**config.mk**
```make
export PLATFORM = sky130hd
export DESIGN_NAME = stream_agen
export DESIGN_NICKNAME = d
export VERILOG_FILES = /design/src/rtl/stream_agen.sv
export SDC_FILE = /design/constraint.sdc
export NUM_CORES = 1
export LEC_CHECK = 0
export ABC_AREA = 1
export BUFFER_PORTS_ARGS = -buffer_cell sky130_fd_sc_hd__clkbuf_2
export CAP_MARGIN = 20
export CORE_ASPECT_RATIO = 0.8
export CORE_MARGIN = 3
export CORE_UTILIZATION = 49
export DETAILED_ROUTE_END_ITERATION = 10
export PLACE_DENSITY = 0.69
export SYNTH_ARGS = -nofsm -noshare
export SYNTH_HDL_FRONTEND = slang
export SYNTH_SLANG_ARGS = --single-unit
```
**constraint.sdc**
```tcl
create_clock -name clk -period 6.5 [get_ports clk]
set_clock_uncertainty 0.15 [all_clocks]
set_input_delay 0.65 -clock clk [delete_from_list [all_inputs] [get_ports clk]]
set_output_delay 0.65 -clock clk [all_outputs]
set_load 0.005 [all_outputs]
```
**src/rtl/stream_agen.sv**
```systemverilog
module stream_agen #(
  parameter int AW = 32,
  parameter int IW = 16,
  parameter int WW = 8
) (
  input  logic          clk,
  input  logic          rst_n,
  input  logic          desc_valid,
  output logic          desc_ready,
  input  logic [1:0]    desc_mode,
  input  logic [AW-1:0] desc_base,
  input  logic [IW-1:0] desc_start,
  input  logic [IW-1:0] desc_end,
  input  logic [IW-1:0] desc_stride,
  input  logic [WW-1:0] desc_words,
  input  logic          idx_valid,
  output logic          idx_ready,
  input  logic [IW-1:0] idx_value,
  input  logic          idx_last,
  output logic          addr_valid,
  input  logic          addr_ready,
  output logic [AW-1:0] addr_out,
  output logic          done
);
  localparam logic [1:0] MODE_STRIDE = 2'd1;
  localparam logic [1:0] MODE_INDEX  = 2'd2;

  typedef enum logic [1:0] {S_IDLE, S_RUN, S_FETCH, S_FIN} st_t;

  st_t           st;
  logic [AW-1:0] base_q;
  logic [IW-1:0] rec_q, end_q, stride_q;
  logic [WW-1:0] words_q, woff_q;
  logic          indexed_q;

  logic [IW:0] nxt_rec;
  logic        last_word;

  assign nxt_rec    = {1'b0, rec_q} + {1'b0, stride_q};
  assign last_word  = woff_q == words_q - 1'b1;
  assign desc_ready = st == S_IDLE;
  assign idx_ready  = st == S_FETCH;
  assign addr_valid = st == S_RUN;
  assign done       = st == S_FIN;
  assign addr_out   = base_q + AW'(rec_q) * AW'(words_q) + AW'(woff_q);

  always_ff @(posedge clk) begin
    if (!rst_n) begin
      st        <= S_IDLE;
      base_q    <= '0;
      rec_q     <= '0;
      end_q     <= '0;
      stride_q  <= '0;
      words_q   <= '0;
      woff_q    <= '0;
      indexed_q <= 1'b0;
    end else begin
      case (st)
        S_IDLE: if (desc_valid) begin
          base_q    <= desc_base;
          rec_q     <= desc_start;
          end_q     <= desc_end;
          woff_q    <= '0;
          words_q   <= (desc_words == '0) ? WW'(1) : desc_words;
          stride_q  <= (desc_mode == MODE_STRIDE && desc_stride != '0) ? desc_stride : IW'(1);
          indexed_q <= desc_mode == MODE_INDEX;
          if (desc_mode == MODE_INDEX)   st <= S_FETCH;
          else if (desc_start > desc_end) st <= S_FIN;
          else                            st <= S_RUN;
        end
        S_FETCH: if (idx_valid) begin
          if (idx_last) st <= S_FIN;
          else begin
            rec_q  <= idx_value;
            woff_q <= '0;
            st     <= S_RUN;
          end
        end
        S_RUN: if (addr_ready) begin
          if (!last_word) woff_q <= woff_q + 1'b1;
          else begin
            woff_q <= '0;
            if (indexed_q) st <= S_FETCH;
            else if (nxt_rec > {1'b0, end_q}) st <= S_FIN;
            else rec_q <= nxt_rec[IW-1:0];
          end
        end
        default: st <= S_IDLE;
      endcase
    end
  end
endmodule

```
; Yosys cells after proc, flatten, opt, wreduce, memory -nomap -nowiden
; Index checks and enable logic that the tools add are counted.
; W data, S select, Z words.
[classes]
n_mux = 26
mul = 1
n_eq_ne = 14
addsub = 5
reduce_logical = 9
n_lt_le_gt_ge = 2
[ops]
columns = op, n
row1 = $mux W16, 8
row2 = $mux W8, 6
row3 = $pmux W16 S3, 1
row4 = $add A32 B24 Y32, 1
row5 = $add A32 B8 Y32, 1
row6 = $mul A16 B8 Y24, 1
row7 = $pmux W8 S3, 1
row8 = $mux W2, 9
row9 = $add A16 B16 Y17, 1
row10 = $gt A17 B16 Y1, 1
row11 = $gt A16 B16 Y1, 1
row12 = $reduce_bool A16 Y1, 1
row13 = $ne A2 B2 Y1 const B, 5
row14 = $reduce_and A5 Y1, 2
row15 = $add A8 B1 Y8 const B, 1
row16 = $eq A8 B8 Y1, 1
row17 = $logic_not A8 Y1, 1
row18 = $reduce_and A8 Y1, 1
row19 = $sub A8 B1 Y8 const B, 1
row20 = $eq A2 B2 Y1 const B, 3
row21 = $pmux W2 S3, 1
row22 = $eq A2 B1 Y1 const B, 2
row23 = $ne A2 B1 Y1 const B, 2
row24 = $ne A3 B1 Y1 const B, 1
row25 = other kinds (4), 4
[totals]
word_cells = 65
ff_bits = 99
input_bits = 112

; Logic depth before layout (Yosys ltp)
; Gate-level depths: netlist of run 1.
[depth]
ltp_word = 7
ltp_mapped = 30

; Least setup slack after synthesis of run 1
; No wires, ideal clock.
[synth_path]
path_kind = reg-to-output
startpoint = register words_q[7]
endpoint = output addr_out[24]
n_path_buf = 2
path_slack_ns = 0.675
stages_incl_launch_ff = 20
t_arrival_ns = 5.025
path_cell_list = dfxtp_1 -> clkbuf_1 -> buf_1 -> nand2_1 -> fa_1 -> fa_1 -> inv_1 -> fa_1 -> fa_1 -> fa_1 -> ha_1 -> nand2_1 -> inv_1 -> a21oi_1 -> nand2_1 -> a21oi_1 -> o21ai_0 -> a21oi_1 -> o21ai_0 -> xor2_1
[synth_between]
elab_chain_len = 3
[synth_lines]
columns = item, line
row1 = start: declaration, 33  ; logic [WW-1:0] words_q, woff_q;
row2 = start signal: assignment, 64  ; words_q <= (desc_words == '0) ? WW'(1) : desc_words;
row3 = $mul A16 B8 Y24, 45  ; assign addr_out = base_q + AW'(rec_q) * AW'(words_q) + AW'(woff_q);
row4 = $add A32 B24 Y32, 45
row5 = $add A32 B8 Y32, 45
row6 = end: declaration, 22  ; output logic [AW-1:0] addr_out,
; No other way between the ends.

; Worst setup path in the final report of run 1
[layout_path]
startpoint = register rec_q[3]
endpoint = output addr_out[24]
[layout_between]
elab_chain_len = 3
[layout_lines]
columns = item, line
row1 = start: declaration, 32  ; logic [IW-1:0] rec_q, end_q, stride_q;
row2 = start signal: assignment, 61  ; rec_q <= desc_start;
row3 = start signal: assignment, 74  ; rec_q <= idx_value;
row4 = start signal: assignment, 85  ; else rec_q <= nxt_rec[IW-1:0];
row5 = $mul A16 B8 Y24, 45
row6 = $add A32 B24 Y32, 45
row7 = $add A32 B8 Y32, 45
; No other way between the ends.

==> flow_metrics.env, run 1 <==
export IMPL_setup_viol=0
export IMPL_slowest_delay_ps=580
export IMPL_power_leakage_nw=7.325
export IMPL_utilization_pct=56.56
export IMPL_post_route_period_util_pct=96.04
export IMPL_start_kind="flip-flop"
export IMPL_crit_arrival_ps=5440
export IMPL_r2r_end="rec_q[3]"
export IMPL_rows=49
export IMPL_vias=10530
export IMPL_hold_slack_ps=313.3
export IMPL_finalHoldViolCount=0
export IMPL_critPathSlowestCell="dfxtp_1"
export IMPL_drt_iter0_drc=931
export IMPL_yosysMostFrequentCell="nand2_1"
export IMPL_cts_root_buf="clkbuf_16"
export IMPL_synthMuxAreaShare_pct=0
export IMPL_route_met3_wl_mm=2.777
export IMPL_clkLatencyLatePin_ps=360
export IMPL_netlist_area_um2=11510
export IMPL_cpMostUsedCell="inv_1"
export IMPL_area_growth_pct=11.81
export IMPL_synth_area_top_cells="fa_1, dfxtp_1, ha_1"
export IMPL_drv_cap=0
export IMPL_grt_max_degree=92
export IMPL_nets=2057
export IMPL_wl_met2_mm=14.19
export IMPL_preCtsSetupSlack_ps=364.6
export IMPL_initial_core_util_pct=50.59
export IMPL_antenna_found_initial=0
export IMPL_cts_buffer_depth=2
export IMPL_grt_pass1_vias=9757
export IMPL_ys_flop_type="dfxtp_1"
export IMPL_synth_seq_cells=99
export IMPL_grt_pass1_wl_mm=51.59
export IMPL_n_antenna_cell=0
export IMPL_met1_length_mm=15.42
export IMPL_wl_mm=32.79
export IMPL_grt_overflow_total=0
export IMPL_min_to="end_q[14]"
export IMPL_crit_fanout=10
export IMPL_min_path_cells=2
export IMPL_slew_headroom_pct=43.17
export IMPL_cts_tree="done"
export IMPL_drive_gt1_share_pct=12.86
export IMPL_synth_top_area_share_pct=19.49
export IMPL_fmax_mhz=160.2
export IMPL_synth_adder_area_share_pct=33.30
export IMPL_tightest_slew_ps=852.4
export IMPL_cp_required_ps=5700
export IMPL_fillers=2186
export IMPL_hp_start="end_q[14]"
export IMPL_maxSlewViolCount=0
export IMPL_cts_buffers=9
export IMPL_h_tree_depth=3
export IMPL_r2r_cells=27
export IMPL_synth_simple_area_share_pct=18.93
export IMPL_seq_area_frac_synth_pct=17.22
export IMPL_r2r_start="rec_q[0]"
export IMPL_clkTransAtPathRegs_ps=80
export IMPL_synth_top_family_by_area="adder cells"
export IMPL_r2r_slack_ps=1900
export IMPL_rsz0062_at_grt="true"
export IMPL_top_layer="met4"
export IMPL_dpl_hpwl_mm=26.59
export IMPL_async_flop_share_pct=0
export IMPL_ant_nets=0
export IMPL_outcome="finished clean"
export IMPL_place_congestion=0.9603
export IMPL_netlist_instances=1590
export IMPL_ys_top_cells_by_count="nand2_1, inv_1, a21oi_1, ha_1, nor2_1"
export IMPL_synth_fp_nets=1941
export IMPL_syn_avg_cell_area_um2=7.236
export IMPL_total_power_mw=5.076
export IMPL_cts_sinks=99
export IMPL_io_buffers=147
export IMPL_multi_input_area_um2=8079
export IMPL_crit_chain="nand2_1, inv_1, fa_1, ha_1, inv_1, fa_1, inv_1, fa_1, inv_1, fa_1, inv_1, ha_1, nand2_1, inv_1, a21oi_1, nand2_1, a21oi_4, o21ai_1, a21oi_1, o21ai_0, xor2_1, clkbuf_2"
export IMPL_design_die_area_um2=25370
export IMPL_p_per_area_nw_per_um2=394.6
export IMPL_synth_edf_count=0
export IMPL_vias_per_cell=5.221
export IMPL_synth_compound_area_share_pct=13.85
export IMPL_crit_start="rec_q[3]"
export IMPL_die_w_um=177.3
export IMPL_setup_slack_ps=257.2
export IMPL_worstHoldPathType="flip-flop to flip-flop"
export IMPL_core_area_um2=22750
export IMPL_wl_per_cell_um=16.26
export IMPL_postCtsSetupRepairBufs=0
export IMPL_endpoint_kind="output port"
export IMPL_synth_xor_area_share_pct=3.806
export IMPL_regArea_um2=1989
export IMPL_ios=148
export IMPL_yosysTopAreaCell="fa_1"
export IMPL_ys_warn_count=0
export IMPL_track_usage_pct=25.98
export IMPL_drt_pass1_iter_count=7
export IMPL_drc=0
export IMPL_ys_types=50
export IMPL_die_h_um=143.1
export IMPL_critPathKind="flip-flop to output port"
export IMPL_ir_worst_vdd_mv=0.1573
export IMPL_post_route_min_period_ps=6243
-- per-layer routing --
layer,vias to the layer above,global-route usage [%]
met4,0,4.585
met2,429,38.77
met1,4863,40.02
met5,-,0
met3,34,4.173
li1,5204,-
-- power breakdown --
part,internal (mW),switching [mW]
registers,0.765,0.179
logic,1.34,2.21
clock network,0.306,0.277
-- worst max-delay path: cells and delay by family (launching register included) --
kind	cells	cell delay, ps
AO/OA/AOI/OAI	5	830
adder cells (fa/ha/maj)	6	2650
buffers and inverters	7	490
flip-flops	1	580
AND/OR/NAND/NOR	3	370
XOR/XNOR	1	170
-- metrics by stage --
step	std cells	area (µm²)	setup TNS, ps
final	2017	12860	0
after global routing	2017	12860	-4.096
after CTS	2017	12820	0
after detailed placement	2001	12510	0
after global placement	2001	12510	0
after floorplan	1590	11510	0
-- layout by cell type (no fill, tap or decap), types with 4 or more instances in the layout --
cell | synthesis | routed
and2_1 | 5 | 5
nand3_1 | 51 | 51
o21ai_0 | 113 | 110
inv_1 | 307 | 307
a21oi_2 | 4 | 4
clkbuf_2 | 0 | 147
a21o_1 | 5 | 5
fa_1 | 112 | 112
nor3_1 | 5 | 5
or2_2 | 7 | 7
o21ai_1 | 3 | 5
o21bai_1 | 4 | 4
nor2_1 | 120 | 120
nand4_1 | 10 | 10
o21a_1 | 4 | 4
dfxtp_2 | 0 | 6
ha_1 | 127 | 127
xnor2_1 | 18 | 18
nand2_1 | 311 | 310
xor2_1 | 32 | 32
clkbuf_16 | 0 | 9
buf_4 | 3 | 24
nor4_1 | 8 | 8
dfxtp_1 | 99 | 93
a31oi_1 | 4 | 4
a21oi_1 | 140 | 138
-- layout make-up --
cell class / count / share of cell area, %
multi-input cells: 1112 / 62.80
flip-flops and latches: 99 / 15.46
inverters: 311 / 9.074
repair buffers: 173 / 7.294
well taps: 306 / 2.976
clock buffers: 9 / 1.751
clock inverters: 7 / 0.6419
-- logic make-up (layout without fill, tap and decap cells) --
| group | Yosys count | count (layout) |
|---|---|---|
| simple gates | 527 | 527 |
| buf+inv | 379 | 500 |
| compound gates | 296 | 296 |
| fa+ha+maj | 239 | 239 |
| flops | 99 | 99 |
| xor+xnor | 50 | 50 |
-- registers in the layout, indices dropped and copies added, names as in the netlist --
register / cells
st: 2
rec_q: 16
end_q: 16
woff_q: 8
indexed_q: 1
words_q: 8
base_q: 32
stride_q: 16
-- repair_timing --
| action | 4_1_cts | 5_1_grt |
|---|---|---|
| gates cloned | 0 | 0 |
| hold buffers | 0 | 0 |
| endpoints found under the setup margin | 2 | 12 |
| pin swaps | 0 | 0 |
| gates resized for setup | 1 | 17 |
-- how the worst max path moves through the flow --
stage | slack (ps) | to | depth (start not counted)
floorplan | 680 | addr_out[24] | 19
global placement | 490 | addr_out[24] | 22
detailed placement | 360 | addr_out[24] | 22
CTS | 0.2 | addr_out[27] | 17
global route | -4 | addr_out[25] | 19
finish | 260 | addr_out[24] | 22
(Power assumes the default switching activity.)
==> run 2: changes to the inputs <==
- RECOVER_POWER: unset -> 25
==> flow_metrics.env, run 2 (synthesis gave the netlist of run 1 again) <==
export IMPL_slowest_delay_ps=590
export IMPL_ios=148
export IMPL_finalHoldViolCount=0
export IMPL_cts_sinks=99
export IMPL_wl_per_cell_um=16.25
export IMPL_initial_core_util_pct=50.59
export IMPL_critPathSlowestCell="dfxtp_1"
export IMPL_start_kind="flip-flop"
export IMPL_critPathKind="flip-flop to output port"
export IMPL_post_route_min_period_ps=6273
export IMPL_clkLatencyLatePin_ps=360
export IMPL_outcome="finished with violations"
export IMPL_drt_pass1_iter_count=6
export IMPL_antenna_found_initial=0
export IMPL_instances_no_fill=2017
export IMPL_grt_pass1_wl_mm=51.59
export IMPL_place_inst=2001
export IMPL_h_tree_depth=3
export IMPL_crit_arrival_ps=5470
export IMPL_fmax_mhz=159.4
export IMPL_clkTransAtPathRegs_ps=80
export IMPL_crit_chain="nand2_1, inv_1, fa_1, ha_1, inv_1, fa_1, inv_1, fa_1, inv_1, fa_1, inv_1, ha_1, nand2_1, inv_1, a21oi_1, nand2_1, a21oi_4, o21ai_1, a21oi_1, o21ai_0, xor2_1, clkbuf_2"
export IMPL_final_common_cell="nand2_1"
export IMPL_setup_tns_final_ps=0
export IMPL_drive_gt1_share_pct=12.45
export IMPL_regArea_um2=1989
export IMPL_io_buffers=147
export IMPL_cts_tree="done"
export IMPL_ir_worst_vdd_mv=0.1562
export IMPL_fillers=2189
export IMPL_drc=0
export IMPL_cpMostUsedCell="inv_1"
export IMPL_core_area_um2=22750
export IMPL_wl_mm=32.77
export IMPL_largest_register="base_q"
export IMPL_die_w_um=177.3
export IMPL_largest_reg_flops=32
export IMPL_final_cell_mix="nand2_1, inv_1, clkbuf_2"
export IMPL_grt_max_degree=92
export IMPL_maxSlewViolCount=103
export IMPL_rsz0062_at_grt="true"
export IMPL_r2r_start="rec_q[0]"
export IMPL_drt_iter0_drc=794
export IMPL_cpLargestDelayFamily="adder cells"
export IMPL_place_congestion=0.9603
export IMPL_slew_headroom_pct=-61.76
export IMPL_cts_root_buf="clkbuf_16"
export IMPL_vias=10502
export IMPL_n_antenna_cell=0
export IMPL_design_die_area_um2=25370
export IMPL_postCtsSetupRepairBufs=0
export IMPL_post_route_period_util_pct=96.50
export IMPL_setup_viol=0
export IMPL_power_leakage_nw=7.304
export IMPL_nets=2057
export IMPL_ant_nets=0
export IMPL_drv_cap=2
export IMPL_vias_per_cell=5.207
export IMPL_crit_fanout=10
export IMPL_die_h_um=143.1
export IMPL_violations="max-capacitance violations, max-slew violations"
export IMPL_track_usage_pct=25.98
export IMPL_area_growth_pct=11.68
export IMPL_rows=49
export IMPL_p_per_area_nw_per_um2=395.4
export IMPL_endpoint_kind="output port"
export IMPL_grt_overflow_total=0
export IMPL_dpl_hpwl_mm=26.59
export IMPL_hp_start="end_q[14]"
export IMPL_grt_pass1_vias=9757
export IMPL_worstHoldPathType="flip-flop to flip-flop"
export IMPL_cts_buffers=9
export IMPL_cp_required_ps=5700
export IMPL_cts_buffer_depth=2
export IMPL_crit_start="rec_q[3]"
export IMPL_path_buf_inv=7
export IMPL_tightest_slew_ps=2426
export IMPL_multi_input_area_um2=8077
run 2: cell types whose count changed in the layout (fill, tap and decap cells not counted):
cell      change
nand2_2       -1
clkbuf_2      -4
clkbuf_1      +6
buf_4         -2
nand2_1       +1
run 2: repair_timing:
item	CTS	global route
gates resized for setup	1	17
hold buffers	0	0
endpoints found under the setup margin	2	12
pin swaps	0	0
endpoints found under the hold margin	0	0
run 2: final timing paths:
path / cells past startpoint / slack [ps] / endpoint
max: 22 / 230 / addr_out[24]
min: 2 / 310 / end_q[14]
max reg2reg: 27 / 1860 / rec_q[3]
min reg2reg: 2 / 310 / end_q[14]
run 2: metal layers:
layer	up-vias	part of all wire [%]	GRT usage, %
li1	5202	-	-
met1	4839	47	40.02
met2	425	43	38.77
met3	36	8.5	4.173
met4	0	1.2	4.585
met5	-	0	0
run 2: metrics by stage:
stage | utilization (%) | total power [mW] | hold WS, ps | area, µm² | setup WS, ps
global placement | 54.99 | 4.404 | 298.9 | 12510 | 489.4
finish | 56.49 | 5.081 | 313.3 | 12850 | 227.4
global route | 56.49 | 5.594 | 327.1 | 12850 | -4.096
detailed placement | 54.99 | 4.447 | 306.3 | 12510 | 364.6
CTS | 56.35 | 5.059 | 318.2 | 12820 | 0.2158
floorplan | - | 3.361 | 285.3 | 11510 | 675.3
run 2: power breakdown:
group	internal, mW	switching [mW]
Sequential	0.765	0.179
Clock	0.306	0.280
Combinational	1.34	2.21
Total	2.41	2.67
run 2: layout make-up:
class	instances	area share [%]
clock inverters	7	0.6426
multi-input cells	1112	62.85
flip-flops and latches	99	15.48
well taps	306	2.980
repair buffers	173	7.205
clock buffers	9	1.753
inverters	311	9.085
run 2: worst reg2reg max path, cell delays in order, from the launching register on:
cell	delay, ps
dfxtp_1	370
buf_4	210
ha_1	200
inv_1	60
fa_1	390
inv_1	70
nand3_1	50
nand2_1	140
a21boi_2	100
o21ai_1	250
xor2_1	470
ha_1	350
nand2_1	70
inv_1	50
nand2_1	60
nand2_1	50
a21oi_1	110
nand2_1	70
nand2_1	50
nand2_1	40
nand2_1	50
nand2_1	50
nand2_1	130
nand3_1	100
nand2_2	460
nand3_1	240
nand2_1	120
nor2_1	50
